File: src/rtl/eirq_pkg.sv
package eirq_pkg;
  localparam int DATA_W = 8;
  localparam int ADDR_W = 2;

  typedef enum logic [1:0] {
    SEL_FALL = 2'b00,
    SEL_RISE = 2'b01,
    SEL_NONE = 2'b10,
    SEL_BOTH = 2'b11
  } edge_sel_e;

  localparam logic [ADDR_W-1:0] A_MODE = 2'd0;
  localparam logic [ADDR_W-1:0] A_FLAG = 2'd1;
  localparam logic [ADDR_W-1:0] A_MASK = 2'd2;
  localparam logic [ADDR_W-1:0] A_STAT = 2'd3;

  localparam int                STAT_IE_BIT = 7;
  localparam logic [DATA_W-1:0] STAT_WR_MSK = 8'hD1;
  localparam logic [DATA_W-1:0] STAT_ONES   = 8'h02;
  localparam logic [DATA_W-1:0] STAT_RST    = 8'h02;
endpackage

File: src/rtl/eirq_edge_det.sv
module eirq_edge_det
  import eirq_pkg::*;
#(
  parameter int SYNC_STAGES = 2
) (
  input  logic      clk,
  input  logic      rst_n,
  input  logic      pin_i,
  input  edge_sel_e sel_i,
  output logic      hit_o
);
  logic [SYNC_STAGES-1:0] sync_q, sync_d;
  logic                   prev_q;
  logic                   cur, rise, fall;

  generate
    if (SYNC_STAGES > 1) begin : g_chain
      always_comb sync_d = {sync_q[SYNC_STAGES-2:0], pin_i};
    end else begin : g_single
      always_comb sync_d = pin_i;
    end
  endgenerate

  always_ff @(posedge clk or negedge rst_n) begin
    if (!rst_n) begin
      sync_q <= '0;
      prev_q <= 1'b0;
    end else begin
      sync_q <= sync_d;
      prev_q <= cur;
    end
  end

  always_comb begin
    cur  = sync_q[SYNC_STAGES-1];
    rise = cur & ~prev_q;
    fall = ~cur & prev_q;
    unique case (sel_i)
      SEL_FALL: hit_o = fall;
      SEL_RISE: hit_o = rise;
      SEL_BOTH: hit_o = rise | fall;
      default:  hit_o = 1'b0;
    endcase
  end
endmodule

File: src/rtl/eirq_req.sv
module eirq_req (
  input  logic clk,
  input  logic rst_n,
  input  logic hit_i,
  input  logic ack_i,
  input  logic flag_we_i,
  input  logic mask_we_i,
  input  logic wbit_i,
  output logic flag_o,
  output logic mask_o
);
  logic flag_q, flag_d, mask_q, mask_d;

  always_comb begin
    flag_d = flag_q;
    if (hit_i)          flag_d = 1'b1;
    else if (ack_i)     flag_d = 1'b0;
    else if (flag_we_i) flag_d = wbit_i;
    mask_d = mask_we_i ? wbit_i : mask_q;
  end

  always_ff @(posedge clk or negedge rst_n) begin
    if (!rst_n) begin
      flag_q <= 1'b0;
      mask_q <= 1'b1;
    end else begin
      flag_q <= flag_d;
      mask_q <= mask_d;
    end
  end

  assign flag_o = flag_q;
  assign mask_o = mask_q;
endmodule

File: src/rtl/eirq_status.sv
module eirq_status
  import eirq_pkg::*;
(
  input  logic              clk,
  input  logic              rst_n,
  input  logic              we_i,
  input  logic [DATA_W-1:0] wdata_i,
  input  logic              ack_i,
  input  logic              en_i,
  input  logic              dis_i,
  output logic [DATA_W-1:0] stat_o
);
  logic [DATA_W-1:0] stat_q, stat_d;

  always_comb begin
    stat_d = stat_q;
    if (we_i) stat_d = (wdata_i & STAT_WR_MSK) | STAT_ONES;
    if (ack_i || dis_i) stat_d[STAT_IE_BIT] = 1'b0;
    else if (en_i)      stat_d[STAT_IE_BIT] = 1'b1;
  end

  always_ff @(posedge clk or negedge rst_n) begin
    if (!rst_n) stat_q <= STAT_RST;
    else        stat_q <= stat_d;
  end

  assign stat_o = stat_q;
endmodule

File: src/rtl/ext_irq_unit.sv
module ext_irq_unit
  import eirq_pkg::*;
#(
  parameter int SYNC_STAGES = 2
) (
  input  logic              clk,
  input  logic              rst_n,
  input  logic              pin_i,
  input  logic              bus_wr_i,
  input  logic [ADDR_W-1:0] bus_addr_i,
  input  logic [DATA_W-1:0] bus_wdata_i,
  output logic [DATA_W-1:0] bus_rdata_o,
  input  logic              en_cmd_i,
  input  logic              dis_cmd_i,
  input  logic              ack_i,
  output logic              irq_o,
  output logic [DATA_W-1:0] save_o
);
  logic [1:0]        rst_sync_q;
  logic              rst_int_n;
  edge_sel_e         mode_q, mode_d;
  logic              hit, flag, mask;
  logic [DATA_W-1:0] stat;
  logic              we_mode, we_flag, we_mask, we_stat;

  always_ff @(posedge clk or negedge rst_n) begin
    if (!rst_n) rst_sync_q <= 2'b00;
    else        rst_sync_q <= {rst_sync_q[0], 1'b1};
  end
  assign rst_int_n = rst_sync_q[1];

  always_comb begin
    we_mode = bus_wr_i && (bus_addr_i == A_MODE);
    we_flag = bus_wr_i && (bus_addr_i == A_FLAG);
    we_mask = bus_wr_i && (bus_addr_i == A_MASK);
    we_stat = bus_wr_i && (bus_addr_i == A_STAT);
    mode_d  = we_mode ? edge_sel_e'(bus_wdata_i[1:0]) : mode_q;
  end

  always_ff @(posedge clk or negedge rst_int_n) begin
    if (!rst_int_n) mode_q <= SEL_FALL;
    else            mode_q <= mode_d;
  end

  eirq_edge_det #(.SYNC_STAGES(SYNC_STAGES)) u_edge (
    .clk(clk), .rst_n(rst_int_n), .pin_i(pin_i), .sel_i(mode_q), .hit_o(hit)
  );

  eirq_req u_req (
    .clk(clk), .rst_n(rst_int_n), .hit_i(hit), .ack_i(ack_i),
    .flag_we_i(we_flag), .mask_we_i(we_mask), .wbit_i(bus_wdata_i[0]),
    .flag_o(flag), .mask_o(mask)
  );

  eirq_status u_stat (
    .clk(clk), .rst_n(rst_int_n), .we_i(we_stat), .wdata_i(bus_wdata_i),
    .ack_i(ack_i), .en_i(en_cmd_i), .dis_i(dis_cmd_i), .stat_o(stat)
  );

  always_comb begin
    unique case (bus_addr_i)
      A_MODE:  bus_rdata_o = {{(DATA_W-2){1'b0}}, mode_q};
      A_FLAG:  bus_rdata_o = {{(DATA_W-1){1'b0}}, flag};
      A_MASK:  bus_rdata_o = {{(DATA_W-1){1'b0}}, mask};
      default: bus_rdata_o = stat;
    endcase
  end

  assign irq_o  = flag & ~mask & stat[STAT_IE_BIT];
  assign save_o = ack_i ? stat : '0;
endmodule

File: config.mk
export PLATFORM = sky130hd
export DESIGN_NAME = ext_irq_unit
export DESIGN_NICKNAME = d
export VERILOG_FILES = /design/src/rtl/eirq_pkg.sv /design/src/rtl/eirq_edge_det.sv /design/src/rtl/eirq_req.sv /design/src/rtl/eirq_status.sv /design/src/rtl/ext_irq_unit.sv
export SDC_FILE = /design/constraint.sdc
export NUM_CORES = 1
export LEC_CHECK = 0
export ABC_AREA = 1
export BUFFER_PORTS_ARGS = -buffer_cell sky130_fd_sc_hd__buf_2
export CAP_MARGIN = 40
export CORE_ASPECT_RATIO = 1.4
export CORE_MARGIN = 4
export CORE_UTILIZATION = 24
export DETAILED_ROUTE_END_ITERATION = 8
export GPL_TIMING_DRIVEN = 0
export HOLD_SLACK_MARGIN = 0.1
export MAX_ROUTING_LAYER = met4
export PLACE_DENSITY = 0.54
export SLEW_MARGIN = 20
export SYNTH_ARGS = -nofsm -noshare
export SYNTH_HDL_FRONTEND = slang
export SYNTH_HIERARCHICAL = 1
export SYNTH_SLANG_ARGS = --single-unit
File: constraint.sdc
create_clock -name clk -period 0.8 [get_ports clk]
set_input_delay 0.04 -clock clk [delete_from_list [all_inputs] [get_ports clk]]
set_output_delay 0.04 -clock clk [all_outputs]
set_load 0.01 [all_outputs]
==> flow_metrics.env, run 1 <==
export IMPL_finalCriticalPeriod_ps=1090
export IMPL_clock_root_buffer="clkbuf_8"
export IMPL_drt_wl_total_um=1810
export IMPL_cp_endpoint="bus_rdata_o[0]"
export IMPL_start_kind="flop"
export IMPL_initialDrtViolationCount=6
export IMPL_multi_input_area_um2=347
export IMPL_rsz0062_at_grt="true"
export IMPL_ff2ff_setup_slack_ps=-210
export IMPL_place_gp_congestion=0.673
export IMPL_cap_violations=0
export IMPL_fillers=353
export IMPL_hold_viol_final=0
export IMPL_drive_gt1_share_pct=35.9
export IMPL_finalSetupViolations=13
export IMPL_dp_slack_ps=-232
export IMPL_clk_path_buf_depth=2
export IMPL_ys_ff_latch=13
export IMPL_async_reset_ff_share_pct=100
export IMPL_syn_area_per_cell_um2=6.94
export IMPL_antenna_cells=0
export IMPL_ys_types=17
export IMPL_seq_area_frac_synth_pct=41.6
export IMPL_initial_utilization_pct=25.1
export IMPL_syn_area_um2=785
export IMPL_dieHeight_um=75.7
export IMPL_fp_dieW_um=56.3
export IMPL_seqCellArea_um2=327
export IMPL_firstDrtPassIters=4
export IMPL_ir_worst_vdd_mv=1.28
export IMPL_clk_pin_slew_ps=50
export IMPL_vias=747
export IMPL_instances_no_fill=192
export IMPL_min_path_type="input pin to flop"
export IMPL_cts_buffers_inserted=3
export IMPL_ys_flop_type="dfrtp_1"
export IMPL_critPathLaunch="u_req/mask_o"
export IMPL_crit_type="flop to primary output"
export IMPL_grt_pass1_vias=751
export IMPL_placementRows=24
export IMPL_crit_arrival_ps=1050
export IMPL_slew_viol_final=0
export IMPL_reg2regPathDepth=7
export IMPL_grt_ovfl_total=0
export IMPL_nNetsFinal=173
export IMPL_cellPowerDensity_nw_per_um2=1610
export IMPL_end_kind="primary output"
export IMPL_critical_path_max_fanout=2
export IMPL_synth_edff_count=0
export IMPL_cts_sinks=13
export IMPL_p_leak_nw=0.672
export IMPL_htree_levels=1
export IMPL_crit_reg2reg_capture="u_req/flag_o"
export IMPL_wl_per_cell_um=9.41
export IMPL_portBuffers=24
export IMPL_clk_latency_ps=240
export IMPL_antenna_left=0
export IMPL_syn_inst=113
export IMPL_grt_pass1_wl_um=3110
export IMPL_hpwl_um=1390
export IMPL_fin_crit_sh_pct=137
export IMPL_syn_to_final_growth_pct=45.1
export IMPL_via_per_inst=3.89
export IMPL_dp_cells=178
export IMPL_fin_worst_skew_ps=0.736
export IMPL_dieArea_um2=4260
export IMPL_post_route_drc_count=0
export IMPL_status="finished with violations"
export IMPL_antenna_found_initial=0
export IMPL_r2r_start="u_edge/sync_q[1]"
export IMPL_final_common_cell="inv_1"
export IMPL_fmax_ghz=0.914
export IMPL_core_um2=3120
export IMPL_worst_slack_ps=-294
export IMPL_cp_required_ps=760
export IMPL_layout_common_cells="inv_1, nand2_1, buf_2, dfrtp_1, nor2_2"
export IMPL_failed_checks="setup timing"
export IMPL_yosysWarnings=6
export IMPL_grt_use_total_pct=9.97
export IMPL_tritoncts="yes"
export IMPL_grt_max_degree=12
export IMPL_ios=34
-- final cells by class --
| cell class | instances | area share, % |
|---|---|---|
| Inverter | 31 | 10.2 |
| Timing Repair Buffer | 35 | 19.8 |
| Sequential cell | 13 | 28.7 |
| Tap cell | 39 | 4.29 |
| Multi-Input combinational cell | 66 | 30.4 |
| Buffer | 4 | 2.64 |
| Clock buffer | 4 | 3.96 |
-- cell families (layout without fill, tap and decap cells) --
family / Yosys count / after routing / share of synthesized area [%]
compound gates: 4 / 4 / 2.55
buf+inv: 36 / 74 / 19.1
flops: 13 / 13 / 41.6
fa+ha+maj: 2 / 2 / 3.19
other cells: 3 / 5 / 1.44
simple gates: 55 / 55 / 32.1
-- worst min path at each step --
stage / start / end / slack (ps) / depth (start not counted)
floorplan: rst_n / rst_sync_q[0] / -260 / 0
global placement: rst_n / rst_sync_q[0] / -180 / 1
finish: dis_cmd_i / u_stat/stat_o[7] / 20 / 3
global route: dis_cmd_i / u_stat/stat_o[7] / 30 / 3
CTS: dis_cmd_i / u_stat/stat_o[7] / 20 / 3
detailed placement: rst_n / rst_sync_q[0] / -170 / 1
-- state kept, by name (all words and copies together) (netlist names) --
name	count
mode_q	2
rst_sync_q	2
u_stat/stat_o	4
u_edge/prev_q	1
u_req/flag_o	1
u_req/mask_o	1
u_edge/sync_q	2
-- Yosys cell counts, types with 2 or more instances --
library cell | instances | area share [%]
nand2_2 | 2 | 1.6
nor2_1 | 6 | 2.9
nor3_1 | 2 | 1.3
ha_1 | 2 | 3.2
conb_1 | 3 | 1.4
buf_4 | 4 | 3.8
inv_1 | 31 | 15
nand2_1 | 25 | 12
nor2_2 | 8 | 6.4
nand3_1 | 10 | 6.4
dfrtp_1 | 12 | 38
o21ai_0 | 3 | 1.9
-- through the flow --
stage                     setup TNS (ps)  utilization (%)  total power, mW  hold WS, ps  cell area (um2)
after floorplan                     -167                -             1.04         -256              792
after global placement              -837             30.8             1.17         -175              961
after detailed placement            -938             30.8             1.17         -171              961
after CTS                          -2080             36.0             1.85         22.3             1120
after global routing               -2390             36.5             1.95         26.9             1140
final                              -1810             36.5             1.84         24.0             1140
-- report_power, final --
part           internal (mW)  switching (mW)  leakage, nW
sequential             0.742          0.0708        0.156
combinational          0.204           0.227        0.493
clock                  0.352           0.240       0.0228
-- per-layer routing --
layer  vias up  part of all wire [%]  wire length, um  GRT usage (%)
li1        396                     -                -              -
met1       330                    42              756           10.2
met2        17                    50              897           16.8
met3         4                   5.1               93           2.03
met4         0                   3.3               59           7.92
met5         -                     0                0              -
-- what timing repair did --
item                       in CTS  in global routing
setup endpoints to repair      11                 19
resized for setup               1                  9
hold endpoints to repair       11                  3
buffers inserted                3                  0
pin swaps                       6                  3
hold buffers                    9                  2
-- critical path, cell delays in order, from the launching register on --
cell	delay, ps
dfstp_2	530
nand3_2	50
nand4_1	80
buf_2	140
Note: power is estimated with default switching activity, not from simulation.
==> inputs of run 2 (changes only) <==
--- a/config.mk
+++ b/config.mk
@@ -11,6 +11,7 @@
 export CORE_ASPECT_RATIO = 1.4
 export CORE_MARGIN = 4
 export CORE_UTILIZATION = 24
+export CTS_BUF_LIST = sky130_fd_sc_hd__clkbuf_4
 export DETAILED_ROUTE_END_ITERATION = 8
 export GPL_TIMING_DRIVEN = 0
 export HOLD_SLACK_MARGIN = 0.1
==> flow_metrics.env, run 2 (same netlist as run 1, synthesis figures left out) <==
export IMPL_fin_worst_skew_ps=4.26
export IMPL_failed_checks="hold timing, setup timing"
export IMPL_clk_pin_slew_ps=80
export IMPL_grt_max_degree=12
export IMPL_p_leak_nw=0.676
export IMPL_place_gp_congestion=0.673
export IMPL_clk_latency_ps=280
export IMPL_grt_use_total_pct=9.89
export IMPL_htree_levels=1
export IMPL_grt_ovfl_total=0
export IMPL_antenna_cells=0
export IMPL_cellPowerDensity_nw_per_um2=1490
export IMPL_hold_viol_final=1
export IMPL_syn_to_final_growth_pct=45.1
export IMPL_via_per_inst=3.89
export IMPL_fmax_ghz=0.881
export IMPL_final_common_cell="inv_1"
export IMPL_nNetsFinal=175
export IMPL_drive_gt1_share_pct=36.8
export IMPL_fp_dieW_um=56.3
export IMPL_ios=34
export IMPL_core_um2=3120
export IMPL_crit_arrival_ps=1100
export IMPL_portBuffers=24
export IMPL_antenna_left=0
export IMPL_r2r_start="u_edge/sync_q[1]"
export IMPL_initialDrtViolationCount=9
export IMPL_initial_utilization_pct=25.1
export IMPL_hpwl_um=1390
export IMPL_fin_setup_tns_ps=-2270
export IMPL_crit_reg2reg_capture="u_req/flag_o"
export IMPL_start_kind="flop"
export IMPL_critPathLaunch="u_req/mask_o"
export IMPL_finalSetupViolations=13
export IMPL_layout_common_cells="inv_1, nand2_1, buf_2, dfrtp_1"
export IMPL_ff2ff_setup_slack_ps=-210
export IMPL_post_dp_cell_area_um2=961
export IMPL_wl_per_cell_um=9.32
export IMPL_dieHeight_um=75.7
export IMPL_finalCriticalPeriod_ps=1140
export IMPL_worst_slack_ps=-335
export IMPL_cts_sinks=13
export IMPL_clock_root_buffer="clkbuf_4"
export IMPL_design_area_um2=1140
export IMPL_dieArea_um2=4260
export IMPL_placementRows=24
export IMPL_drt_wl_total_um=1810
export IMPL_rsz0062_at_grt="true"
export IMPL_min_path_type="input pin to flop"
export IMPL_critical_path_max_fanout=2
export IMPL_cp_endpoint="bus_rdata_o[0]"
export IMPL_hold_depth=3
export IMPL_fillers=361
export IMPL_end_kind="primary output"
export IMPL_clk_path_buf_depth=2
export IMPL_cap_violations=0
export IMPL_cp_required_ps=760
export IMPL_antenna_found_initial=0
export IMPL_vias=754
export IMPL_post_route_drc_count=0
export IMPL_firstDrtPassIters=2
export IMPL_timing_hold_ws_ps=-18.5
export IMPL_reg2regPathDepth=7
export IMPL_slew_viol_final=0
export IMPL_grt_pass1_wl_um=3100
export IMPL_fin_crit_sh_pct=142
export IMPL_ir_worst_vdd_mv=1.17
export IMPL_grt_pass1_vias=738
export IMPL_cts_buffers_inserted=3
export IMPL_status="finished with violations"
export IMPL_dp_slack_ps=-232
export IMPL_crit_type="flop to primary output"
export IMPL_tritoncts="yes"
export IMPL_largest_reg_flops=4
export IMPL_hold_buffers=9
## run 2: cell types whose count changed in the layout (fill, tap and decap cells not counted)
| cell | change |
|---|---|
| clkbuf_4 | +4 |
| clkbuf_8 | -3 |
| clkbuf_1 | -1 |
| clkbuf_2 | +1 |
| dlygate4sd3_1 | +1 |
## run 2: worst max-delay path, cell delays in order (launching register included)
cell	delay [ps]
dfstp_2	540
nand3_2	50
nand4_1	80
buf_2	140
## run 2: final cells by class
type,instances,area (um2),area share (%)
repair buffers,36,235,20.7
well taps,39,48.8,4.29
clock buffers,4,30.0,2.64
plain buffers,5,35.0,3.08
multi-input cells,66,347,30.4
inverters,31,116,10.2
flip-flops and latches,13,327,28.7
## run 2: worst min-delay path by stage
| stage | slack (ps) | start | endpoint |
|---|---|---|---|
| after global placement | -180 | rst_n | rst_sync_q[0] |
| after floorplan | -260 | rst_n | rst_sync_q[0] |
| final | -20 | dis_cmd_i | u_stat/stat_o[7] |
| after global routing | -20 | dis_cmd_i | u_stat/stat_o[7] |
| after CTS | -20 | dis_cmd_i | u_stat/stat_o[7] |
| after detailed placement | -170 | rst_n | rst_sync_q[0] |
## run 2: where the power goes
| group | switching, mW | internal (mW) |
|---|---|---|
| Combinational | 0.228 | 0.209 |
| Clock | 0.221 | 0.228 |
| Sequential | 0.0713 | 0.740 |
## run 2: metrics by stage
| step | utilization, % | instances | hold WS (ps) | power [mW] |
|---|---|---|---|---|
| 6_report | 36.5 | 194 | -18.5 | 1.70 |
| 5_1_grt | 36.5 | 194 | -17.2 | 1.81 |
| 2_1_floorplan | - | 115 | -256 | 1.04 |
| 3_3_place_gp | 30.8 | 178 | -175 | 1.17 |
| 3_5_place_dp | 30.8 | 178 | -171 | 1.17 |
| 4_1_cts | 35.5 | 194 | -23.7 | 1.70 |
## run 2: routing by layer
layer	part of all wire (%)	vias to the layer above	global-route usage [%]
li1	-	401	-
met1	41	331	10.2
met2	50	18	16.9
met3	5.2	4	1.53
met4	3.4	0	7.92
met5	0	-	-
## run 2: what timing repair did
action / CTS / global route
setup endpoints to repair: 11 / 14
pin swaps: 6 / 3
setup buffers: 3 / 0
gates resized for setup: 1 / 11
endpoints found under the hold margin: 11 / 1
